`src/rtl/qsat_pkg.sv`:
```
package qsat_pkg;
  typedef enum logic [1:0] {
    OP_ADD  = 2'b00,
    OP_SUB  = 2'b01,
    OP_DADD = 2'b10,
    OP_DSUB = 2'b11
  } qsat_op_e;
endpackage

```
`src/rtl/qsat_double.sv`:
```
// Doubling stage: shifts the operand left by one, clamping on sign change.
module qsat_double #(
  parameter int W = 32
) (
  input  logic         en,
  input  logic [W-1:0] val,
  output logic [W-1:0] dbl,
  output logic         sat
);
  localparam logic [W-1:0] POS_LIM = {1'b0, {(W-1){1'b1}}};
  localparam logic [W-1:0] NEG_LIM = {1'b1, {(W-1){1'b0}}};

  logic wraps;
  assign wraps = val[W-1] ^ val[W-2];

  always_comb begin
    if (!en) begin
      dbl = val;
      sat = 1'b0;
    end else if (wraps) begin
      dbl = val[W-1] ? NEG_LIM : POS_LIM;
      sat = 1'b1;
    end else begin
      dbl = {val[W-2:0], 1'b0};
      sat = 1'b0;
    end
  end
endmodule

```
`src/rtl/qsat_addsub.sv`:
```
// Signed add or subtract with clamping to the representable range.
module qsat_addsub #(
  parameter int W = 32
) (
  input  logic         sub,
  input  logic [W-1:0] a,
  input  logic [W-1:0] b,
  output logic [W-1:0] res,
  output logic         sat
);
  localparam logic [W-1:0] POS_LIM = {1'b0, {(W-1){1'b1}}};
  localparam logic [W-1:0] NEG_LIM = {1'b1, {(W-1){1'b0}}};

  logic [W-1:0] raw;
  logic         same_sign;
  logic         ovf;

  always_comb begin
    raw       = sub ? (a - b) : (a + b);
    same_sign = ~(a[W-1] ^ b[W-1]);
    // add needs equal signs, subtract needs differing signs
    ovf       = (sub ? ~same_sign : same_sign) & (raw[W-1] ^ a[W-1]);
    if (ovf) res = raw[W-1] ? POS_LIM : NEG_LIM;
    else     res = raw;
    sat = ovf;
  end
endmodule

```
`src/rtl/qsat_unit.sv`:
```
module qsat_unit #(
  parameter int W = 32
) (
  input  logic         clk,
  input  logic         rst_n,
  input  logic         in_valid,
  output logic         in_ready,
  input  logic [1:0]   in_op,
  input  logic [W-1:0] in_a,
  input  logic [W-1:0] in_b,
  output logic         out_valid,
  input  logic         out_ready,
  output logic [W-1:0] out_result,
  output logic         out_sat
);
  import qsat_pkg::*;

  qsat_op_e     op;
  logic [W-1:0] b_dbl;
  logic         sat_dbl;
  logic [W-1:0] res_c;
  logic         sat_as;
  logic         load;

  assign op = qsat_op_e'(in_op);

  qsat_double #(.W(W)) u_dbl (
    .en  (op == OP_DADD || op == OP_DSUB),
    .val (in_b),
    .dbl (b_dbl),
    .sat (sat_dbl)
  );

  qsat_addsub #(.W(W)) u_as (
    .sub (op == OP_SUB || op == OP_DSUB),
    .a   (in_a),
    .b   (b_dbl),
    .res (res_c),
    .sat (sat_as)
  );

  assign in_ready = ~out_valid | out_ready;
  assign load     = in_valid & in_ready;

  always_ff @(posedge clk or negedge rst_n) begin
    if (!rst_n) begin
      out_valid  <= 1'b0;
      out_result <= '0;
      out_sat    <= 1'b0;
    end else begin
      if (load) begin
        out_valid  <= 1'b1;
        out_result <= res_c;
        out_sat    <= sat_dbl | sat_as;
      end else if (out_ready) begin
        out_valid  <= 1'b0;
      end
    end
  end
endmodule

```
`config.mk`:
```
export PLATFORM = sky130hd
export DESIGN_NAME = qsat_unit
export DESIGN_NICKNAME = d
export VERILOG_FILES = /design/src/rtl/qsat_pkg.sv /design/src/rtl/qsat_double.sv /design/src/rtl/qsat_addsub.sv /design/src/rtl/qsat_unit.sv
export SDC_FILE = /design/constraint.sdc
export NUM_CORES = 1
export LEC_CHECK = 0
export CORE_UTILIZATION = 50
export CTS_BUF_LIST = sky130_fd_sc_hd__clkbuf_8 sky130_fd_sc_hd__clkbuf_16
export DETAILED_ROUTE_END_ITERATION = 8
export HOLD_SLACK_MARGIN = 0.03
export PLACE_DENSITY = 0.79
export SYNTH_ARGS = -nofsm -noshare
export SYNTH_HDL_FRONTEND = slang
export SYNTH_SLANG_ARGS = --single-unit
```
`constraint.sdc`:
```
create_clock -name clk -period 1.42 [get_ports clk]
set_input_delay 0.142 -clock clk [delete_from_list [all_inputs] [get_ports clk]]
set_output_delay 0.142 -clock clk [all_outputs]
set_load 0.005 [all_outputs]
```
* After elaboration in Yosys (flattened, before gate mapping) *
Cells that the tools add are included.

storage, ports and cells
  word-level logic and storage cells = 31
  register bits after elaboration = 34
  input port bits = 70

operators by class
  add/sub/neg operators = 2
  eq/ne operators = 3
  muxes and demuxes = 11
  reductions and logical operators = 3
  bitwise logic cells = 9

operator list
  cell                  number
  $mux W32              6
  $add A32 B32 Y32      1
  $sub A32 B32 Y32      1
  $mux W1               5
  $eq A2 B2 Y1 const B  2
  $xor A1 B1 Y1         3
  $and A1 B1 Y1         2
  $eq A2 B1 Y1 const B  1
  $logic_or A1 B1 Y1    2
  $not A1 Y1            2
  $or A1 B1 Y1          2
  $reduce_bool A2 Y1    1

* Longest topological paths before layout *
  word-level depth = 8
  gate-level depth with buffers = 24
  mapped depth without buffers = 20

* By module *
From an unflattened synthesis, not the netlist that was laid out.

unflattened totals
  cells, all modules = 579
  area total of the unflattened synthesis = 5161.2 um^2

by module, submodules not included
  module       area an instance (um^2)  instances  cells an instance  seq. area each (um^2)
  qsat_addsub  2860.2                   1          389                0.0
  qsat_unit    1438.9                   1          77                 850.8
  qsat_double  862.1                    1          113                0.0

* Worst setup path before layout *
No wires, ideal clock.

  path kind = input -> register
  from = in in_b[30]
  to = reg out_result[13]
  library setup time = 124 ps
  stages on the path = 22
  setup slack = -3397 ps
  arrival time = 4693 ps
  path through = inv_1 ha_1 buf_4 nand3b_1 o221a_2 nor4_4 nand2_1 or3_1 and2_1 xnor2_1 ha_1 clkbuf_1 o21ai_0 a211oi_1 a221oi_1 o22a_1 a211oi_1 or2_2 o31ai_4 a21oi_4 buf_6 a21oi_2

between the ends
  longest elaborated chain between the ends = 8
  elaborated cells on any way between the ends = 13

ends and longest elaborated chain
  item                                             line                                  text
  start, declared                                  qsat_unit.sv:10                       input logic [W-1:0] in_b,
  $xor A1 B1 Y1                                    qsat_double.sv:14                     assign wraps = val[W-1] ^ val[W-2];
  $mux W32                                         qsat_double.sv:20                     end else if (wraps) begin
  $mux W32 (*)                                     qsat_double.sv:17                     if (!en) begin
  $add A32 B32 Y32, or another cell as far along   qsat_addsub.sv:19                     raw = sub ? (a - b) : (a + b);
  $mux W32 / $not A1 Y1 (equally long branches)    qsat_addsub.sv:19, qsat_addsub.sv:20
  $xor A1 B1 Y1 / $mux W1 (equally long branches)  qsat_addsub.sv:22                     ovf = (sub ? ~same_sign : same_sign) & (raw[W-1] ^ a[W-1]);
  $and A1 B1 Y1                                    qsat_addsub.sv:22
  $mux W32 (*)                                     qsat_addsub.sv:23                     if (ovf) res = raw[W-1] ? POS_LIM : NEG_LIM;
  end signal, assigned                             qsat_unit.sv:53                       out_result <= res_c;
  end, declared                                    qsat_unit.sv:13                       output logic [W-1:0] out_result,

Every way passes the cells marked *; elsewhere a longest branch is shown, timed or not.
A chain may end at the register's enable or synchronous reset.

* Worst setup path after layout *
  from = in in_b[30]
  to = reg out_result[12]

Same word-level chain as after synthesis.

==> results.yml <==
clock_tree:
  root_buffer: "clkbuf_8"
  htreeDepth: 2
  cts_buffer_depth: 2
  clock-sinks: 34
  cts_hold_buffers: 0
  clock_insertion_delay_worst_skew_ns: 0.30
  worst_setup_hold_path_clk_slew_ns: 0.08
  cts-buffers-inserted: 5
  tritoncts: "yes"
synthesis:
  yosysWarningCount: 0
  synth_largest_type_area_fraction_pct: 18.21
  ys_async_sr_fraction_pct: 100.0
  synth_ff_type: "dfrtp_1"
  syn-mean-instance-area_um2: 7.535
  area_of_the_mapped_netlist_mm2: 0.004672
  synth_cell_type_count: 67
  cell_types_with_the_largest_area_share_after_synthesis: "dfrtp_1 18%, ha_1 9.1%, nor2_1 7.7%"
  post_synth_inst_count: 620
  synthesis.nets: 725
  synth_largest_area_cell: "dfrtp_1"
  ys_seq_elements: 34
  synth_sequential_area_ratio_pct: 18.21
  synth-edff-count: 0
sta:
  report.final.setup_viol: 34
  timing_worst_slew_pin_value_ns: 0.4862
  timing.clock.skew_ns: 0.008516
  hold_viol_final: 0
  finalMaxSlewViolations: 0
  minimum_clock_period_ns: 4.318
  minimum_setup_slack_in_the_final_design_ns: -2.898
  fmax_mhz: 231.6
  final.setup.tns_ns: -91.52
  fin_hold_ws_ns: 0.2667
  slew_headroom_pct: 67.35
  unrepaired_setup_endpoints_after_global_routing: "true"
  post_route_fraction_of_the_period_consumed_by_the_critical_path_pct: 304.1
placement:
  dpl_cell_area_mm2: 0.007256
  gpl.final_weighted_congestion: 0.9491
  place.detailed.hpwl_mm: 12.39
  dpl_worst_slack_ns: -3.681
  port_buffers: 104
routing:
  drt-initial-drc-count: 536
  detailedRoute.firstPassIterationCount: 6
  detail-route-antenna-nets: 0
  drc_errors: 0
  vias_per_cell: 6.225
  detail_route.wirelength_mm: 20.62
  detailroute.via_count: 6424
  wl_per_cell_um: 19.98
floorplanning:
  ios: 105
  fp.coreArea_mm2: 0.008891
  die-height_um: 98.67
  dieWidth_um: 98.67
  floorplan_row_count: 34
  initial_core_utilization_pct: 52.55
  dieArea_mm2: 0.009735
grt:
  grt_start_max_net_pins: 35
  globalRoute.totalOverflow: 0
  grt_first_pass_wirelength_mm: 28.44
  grt_pass1_vias: 6077
  grt_antenna_before_repair: 0
  grt.total_usage_pct: 36.16
final_layout:
  layout_common_cells: "203 x buf_4, 93 x nor2_1, 92 x clkdlybuf4s50_1"
  final_common_cell: "buf_4"
  layout.cell_area.non_filler_mm2: 0.008015
  n_antenna_cell: 0
  share_of_final_layout_standard_cells_stronger_than_drive_strength_1_pct: 37.12
  fin_nets: 1028
  areaGrowthSynthToFinish_pct: 71.56
worst_setup_path:
  endpoint_kind: "flop"
  timing_worst_setup_path_type: "input port to flop"
  worstSetupStartpoint: "in_b[30]"
  worstPathCellList: "buf_8 > inv_8 > ha_4 > nand3b_1 > o221a_4 > nor4_4 > nand2_1 > or3_4 > and2_4 > xnor2_4 > ha_4 > a211oi_2 > o21ai_1 > a221oi_2 > o22a_1 > a211oi_2 > or2_4 > o311ai_4 > buf_6 > buf_12 > nand2_2 > a21oi_4"
  timing.critical_path.required_ns: 1.64
  crit_fanout: 8
  crit-reg2reg-launch: "out_valid$_DFFE_PN0P_"
  start_kind: "input port"
  critical-path-max-stage-delay_ns: 0.36
  critical-path-slowest-cell: "or3_4"
  critPathArrivalTime_ns: 4.53
min_path:
  worst_hold_path_type: "input port to async pin"
status:
  failed_checks: "negative setup slack"
  status: "finished with violations"
power:
  powerDensity_mw_per_mm2: 1058
  power_mw: 8.479
  vdd_drop_max_uv: 896.6
  cellLeakagePower_nw: 3.619
flow_run:
  maxCapViolCount: 0
-- critical path, delay by kind of cell --
family / cells / cell delay [ns]
compound gates: 8 / 1.83
simple gates: 7 / 1.42
fa+ha+maj: 2 / 0.49
buf+inv: 4 / 0.45
xor+xnor: 1 / 0.18
-- stage by stage --
| step | util (%) | cells |
|---|---|---|
| 6_report | 90.15 | 1032 |
| 5_1_grt | 90.15 | 1032 |
| 4_1_cts | 87.80 | 1030 |
| 3_5_place_dp | 81.61 | 994 |
| 3_3_place_gp | 81.61 | 994 |
| 2_1_floorplan | - | 620 |
-- worst paths after layout --
check                                        endpoint  slack, ns  cells after the start
max                        out_result[12]$_DFFE_PN0P_      -2.90                     22
min                        out_result[13]$_DFFE_PN0P_       0.27                      2
max reg2reg                out_result[12]$_DFFE_PN0P_      -0.16                      6
min reg2reg                out_result[24]$_DFFE_PN0P_       0.54                      2
max in group asynchronous  out_result[27]$_DFFE_PN0P_       0.82                      2
min in group clk           out_result[24]$_DFFE_PN0P_       0.54                      2
-- cell families after synthesis --
kind of cell	share of synthesized area, %
AND/OR/NAND/NOR	25.95
AO/OA/AOI/OAI	30.37
XOR/XNOR	9.748
buffers and inverters	5.490
adder cells (fa/ha/maj)	9.534
flip-flops	18.21
multiplexers	0.6963
-- layout make-up --
cell class | count | area, µm²
Fill cell | 399 | 875.8
Inverter | 17 | 71.32
Clock buffer | 6 | 82.58
Timing Repair Buffer | 324 | 2836
Clock inverter | 2 | 8.758
Sequential cell | 34 | 850.8
Tap cell | 108 | 135.1
Multi-Input combinational cell | 541 | 4030
-- flip-flops by register name (all words and copies together), names as in the netlist --
signal / count
out_sat: 1
out_result: 32
out_valid: 1
-- power by group --
group | internal [mW] | switching [mW]
clock network | 0.385 | 0.420
logic | 3.10 | 3.01
registers | 1.29 | 0.268
total | 4.78 | 3.70
-- timing repair --
item | in CTS | in global routing
resized for setup | 70 | 50
cloned | 5 | 1
setup endpoints to repair | 34 | 34
buffers inserted | 23 | 7
pin swaps | 29 | 36
-- synth_stat cells (all sizes together), types with 3 or more instances --
cell	instances
nand3	17
clkbuf	14
nand2b	8
nor2	96
o21a	8
xnor2	35
o21ai	22
and2	11
nand4	6
a211oi	11
a21oi	84
a21o	19
nor3	6
or2	7
nor2b	5
inv	17
nand2	67
o31ai	3
xor2	17
or3	11
o311a	6
nor4	5
o211ai	6
a31oi	17
buf	15
ha	34
dfrtp	34
and3	4
o311ai	3
o22a	3
-- layer usage --
layer  share of wire [%]  GRT usage, %  vias up
li1                    -             -     2843
met1                  38         43.70     2996
met2                  47         65.44      454
met3                 7.9         2.979      131
met4                 6.5         16.19        0
met5                   0             0        -
(Power assumes the default switching activity.)
